**src/rtl/ocp_latch_ctrl.sv**
```systemverilog
module ocp_latch_ctrl #(
  parameter int NCH         = 2,
  parameter int CLK_HZ      = 125_000_000,
  parameter int HOLD_MS     = 12,
  parameter int BLANK_TICKS = CLK_HZ / 1000 * HOLD_MS,
  parameter int GRACE_TICKS = CLK_HZ / 1000 * HOLD_MS
) (
  input  logic           clk,
  input  logic           rst_n,
  input  logic           sup_ok,
  input  logic [NCH-1:0] ch_en,
  input  logic [NCH-1:0] oc_flag,
  output logic [NCH-1:0] drive_on,
  output logic [NCH-1:0] drive_reg,
  output logic [NCH-1:0] pull_fast,
  output logic [NCH-1:0] pull_slow,
  output logic [NCH-1:0] out_clamp,
  output logic [NCH-1:0] fault_n
);

  localparam int BW = $clog2(BLANK_TICKS + 1);
  localparam int GW = $clog2(GRACE_TICKS + 1);
  localparam logic [BW-1:0] BLANK_END = BW'(BLANK_TICKS);
  localparam logic [GW-1:0] GRACE_END = GW'(GRACE_TICKS - 1);

  typedef enum logic [1:0] {S_OFF, S_ON, S_REG, S_LATCH} st_t;

  for (genvar c = 0; c < NCH; c++) begin : g_ch
    st_t           st;
    logic [BW-1:0] bcnt;
    logic [GW-1:0] gcnt;
    logic          fast_q;
    logic          act;
    logic          blanked;

    assign act     = ch_en[c] & sup_ok;
    assign blanked = (bcnt == BLANK_END);

    always_ff @(posedge clk or negedge rst_n) begin
      if (!rst_n) begin
        st     <= S_OFF;
        fast_q <= 1'b0;
        gcnt   <= '0;
      end else if (!act) begin
        if (st != S_OFF) fast_q <= (st == S_REG) || (st == S_LATCH);
        st   <= S_OFF;
        gcnt <= '0;
      end else begin
        unique case (st)
          S_OFF: begin
            st   <= S_ON;
            gcnt <= '0;
          end
          S_ON: begin
            gcnt <= '0;
            if (oc_flag[c]) st <= S_REG;
          end
          S_REG: begin
            if (!oc_flag[c]) begin
              st   <= S_ON;
              gcnt <= '0;
            end else if (gcnt == GRACE_END) begin
              st <= S_LATCH;
            end else begin
              gcnt <= gcnt + 1'b1;
            end
          end
          default: st <= S_LATCH;
        endcase
      end
    end

    always_ff @(posedge clk or negedge rst_n) begin
      if (!rst_n)                   bcnt <= '0;
      else if (!act || st == S_OFF) bcnt <= '0;
      else if (!blanked)            bcnt <= bcnt + 1'b1;
    end

    assign drive_on[c]  = (st == S_ON);
    assign drive_reg[c] = (st == S_REG);
    assign pull_fast[c] = (st == S_LATCH) || (st == S_OFF && fast_q);
    assign pull_slow[c] = (st == S_OFF) && !fast_q;
    assign out_clamp[c] = (st == S_OFF);
    assign fault_n[c]   = !((st == S_LATCH) && blanked);
  end

endmodule

```
**config.mk**
```make
export PLATFORM = sky130hd
export DESIGN_NAME = ocp_latch_ctrl
export DESIGN_NICKNAME = d
export VERILOG_FILES = /design/src/rtl/ocp_latch_ctrl.sv
export SDC_FILE = /design/constraint.sdc
export NUM_CORES = 1
export LEC_CHECK = 0
export BUFFER_PORTS_ARGS = -buffer_cell sky130_fd_sc_hd__buf_2
export CAP_MARGIN = 20
export CORE_MARGIN = 8
export CORE_UTILIZATION = 43
export CTS_CLUSTER_SIZE = 24
export DETAILED_ROUTE_END_ITERATION = 16
export PLACE_DENSITY = 0.69
export SLEW_MARGIN = 20
export SYNTH_ARGS = -nofsm -noshare
export SYNTH_HDL_FRONTEND = slang
export SYNTH_SLANG_ARGS = --single-unit
```
**constraint.sdc**
```tcl
create_clock -name clk -period 2.7 [get_ports clk]
set_input_delay 0.27 -clock clk [delete_from_list [all_inputs] [get_ports clk]]
set_output_delay 0.27 -clock clk [all_outputs]
set_load 0.1 [all_outputs]
```
==> flow_metrics.tcl <==
set metrics [dict create \
    cp_max_fo 8 \
    cts_root_buf "clkbuf_16" \
    wire_per_inst_um 14.9 \
    worstPathArrival_ns 2.16 \
    endpoint_kind "output pin" \
    slowest_stage "dfrtp_1" \
    grt_pass1_vias 4033 \
    core-area_mm2 0.0112 \
    drc 0 \
    min_to "g_ch[1].st[0]" \
    regArea_mm2 0.00225 \
    grt_max_degree 51 \
    timing.fmax_ghz 0.411 \
    netlist_instances 549 \
    ys_warn_count 0 \
    die_h_um 122 \
    finClkSkew_ns 0.0109 \
    tns_ns 0 \
    drt_iter0_markers 322 \
    worst_setup_path_start_kind "flip-flop" \
    rr_worst_depth 5 \
    avgSynthCellArea_um2 8.88 \
    layout-drive-gt1-share_pct 10.5 \
    yosysSeqAreaShare_pct 46.2 \
    finalHoldViolations 0 \
    dp_hpwl_um 7080 \
    wirelength_um 10500 \
    fin_ws_ns 0.266 \
    critical_path_class "reg -> out" \
    clk_latency_ns 0.34 \
    cts_tree "built" \
    rows 39 \
    hold_depth 2 \
    fin_crit_ns 2.43 \
    p_per_area_mw_per_mm2 515 \
    leakage_nw 2.10 \
    worst_pin_slew_ns 0.769 \
    syn-cell-area_mm2 0.00488 \
    synth_cell_type_count 48 \
    max_stage_delay_ns 0.44 \
    setup_viol 0 \
    maxSlewHeadroom_pct 48.6 \
    ir_drop_mv 0.353 \
    area_growth_pct 10.9 \
    n_antenna_cell 0 \
    die_w_um 122 \
    reg2reg_to "g_ch[1].gcnt[14]" \
    gr-total-overflow 0 \
    dieArea_mm2 0.0150 \
    h-tree-depth 3 \
    ant_nets 0 \
    worstPathCellList "nor4_1, nand2_1, nand4b_1, buf_4, or2_2, buf_2" \
    final_common_cell "dfrtp_1" \
    min_path_type "in -> reg" \
    period_share_pct 90.2 \
    crit-reg2reg-launch "g_ch[1].gcnt[6]" \
    port_buffers 18 \
    cap_violations 0 \
    clk_pin_slew_ns 0.07 \
    required_ns 2.43 \
    synth-seq-cells 90 \
    dp_slack_ns 0.291 \
    antenna_found_initial 0 \
    vias_per_cell 5.86 \
    status "finished clean" \
    cts_buffer_depth 2 \
    cts_sinks 90 \
    multi_input_area_mm2 0.00246 \
    initial_core_util_pct 43.4 \
    vias 4140 \
    n_fill_cell 1064 \
    grt_pass1_wl_um 18700 \
    numCtsBuffers 9 \
    grt_use_total_pct 14.9 \
    drv_slew 0 \
    syn_nets 562 \
    final_cell_mix "90 x dfrtp_1, 54 x nor2_1, 45 x nand2_1, 45 x o21ai_0, 40 x nand3_1" \
    dr.pass1.iters 5 \
    r2r_slack_ns 0.37 \
    io_pins 19 \
    power_mw 2.79 \
    hp-start "oc_flag[1]" \
    rsz0062_at_grt "false" \
    place.gp.congestion 0.903 \
    final_nets 572 \
]
[power breakdown]
| part | switching, mW | internal [mW] | total (mW) |
|---|---|---|---|
| sequential | 0.0137 | 1.36 | 1.37 |
| combinational | 0.142 | 0.0309 | 0.173 |
| clock | 0.570 | 0.673 | 1.24 |
[repair_timing]
item / 4_1_cts / 5_1_grt
setup buffers: 0 / 0
hold buffers: 1 / 0
hold endpoints to repair: 49 / 0
setup endpoints to repair: 0 / 1
resized for setup: 0 / 1
[sequential cells by signal, indices dropped and copies added, names as in the netlist]
name / cells
g_ch.gcnt: 42
g_ch.fast_q: 2
g_ch.st: 4
g_ch.bcnt: 42
[area by class of cell]
cell class	count	share of cell area, %
clock buffer	10	4.42
timing repair buffer	25	2.96
tap	143	3.31
inverter	16	1.11
clock inverter	6	1.04
multi-input combinational	417	45.5
sequential	90	41.6
[cell usage after synthesis (all sizes together)]
library cell	number	area [um2]
buf	7	55.1
xnor2	17	149
a221o	2	20.0
or4bb	2	22.5
a31oi	16	100
clkbuf	19	71.3
o21ba	2	20.0
a211oi	1	12.5
xor2	12	105
a22o	5	43.8
nor3	15	80.1
a31o	2	17.5
nor2	56	210
nor2b	5	31.3
o31a	2	17.5
and3	12	75.1
dfrtp	90	2250
nor4b	3	26.3
or2	4	25.0
nand3b	2	15.0
a21oi	39	199
and4	3	26.3
o21ai	45	225
or2b	2	15.0
nand4b	1	8.76
or3	12	75.1
a41oi	6	52.6
mux2	1	11.3
mux2i	2	20.0
nand2	45	169
and2	2	12.5
a21o	2	15.0
nand3	40	200
or4	2	18.8
o31ai	3	22.5
nor4	17	121
ha	6	75.1
nand4	26	163
inv	16	60.1
nand2b	3	18.8
o41ai	2	17.5
[cells by family after synthesis]
family,share of synthesized area [%]
buffers and inverters,3.82
multiplexers,0.642
adder cells (fa/ha/maj),1.54
AND/OR/NAND/NOR,26.9
AO/OA/AOI/OAI,15.7
XOR/XNOR,5.21
flip-flops,46.2
[stage by stage]
stage	area, um2	hold slack, ns	std cells	utilization (%)
after global placement	5100	0.346	690	45.4
after global routing	5410	0.154	707	48.2
final	5410	0.163	707	48.2
after floorplan	4890	-0.0256	549	-
after CTS	5400	0.150	707	48.1
after detailed placement	5100	0.349	690	45.4
[metal layers]
| metal | wire length [um] | track usage [%] | up-vias |
|---|---|---|---|
| met5 | 0 | 0 | - |
| met4 | 140 | 5.86 | 0 |
| met3 | 310 | 1.89 | 11 |
| met1 | 5040 | 19.8 | 1999 |
| met2 | 5030 | 24.3 | 92 |
| li1 | - | - | 2038 |
[worst max-delay path, delay by kind of cell, from the launching register on]
kind | cells | cell delay [ns]
flops | 1 | 0.44
buf+inv | 2 | 0.47
simple gates | 4 | 0.91
[worst max path at each step]
stage,startpoint,endpoint,slack [ns],cells past startpoint
6_report,g_ch[0].bcnt[12],fault_n[0],0.27,6
5_1_grt,g_ch[0].bcnt[12],fault_n[0],0.12,6
4_1_cts,g_ch[1].bcnt[0],fault_n[1],0.25,7
3_5_place_dp,g_ch[1].st[1],g_ch[1].gcnt[16],0.29,5
3_3_place_gp,g_ch[1].st[1],g_ch[1].gcnt[16],0.37,5
2_1_floorplan,g_ch[1].bcnt[0],fault_n[1],0.18,5
(Power assumes the default switching activity.)
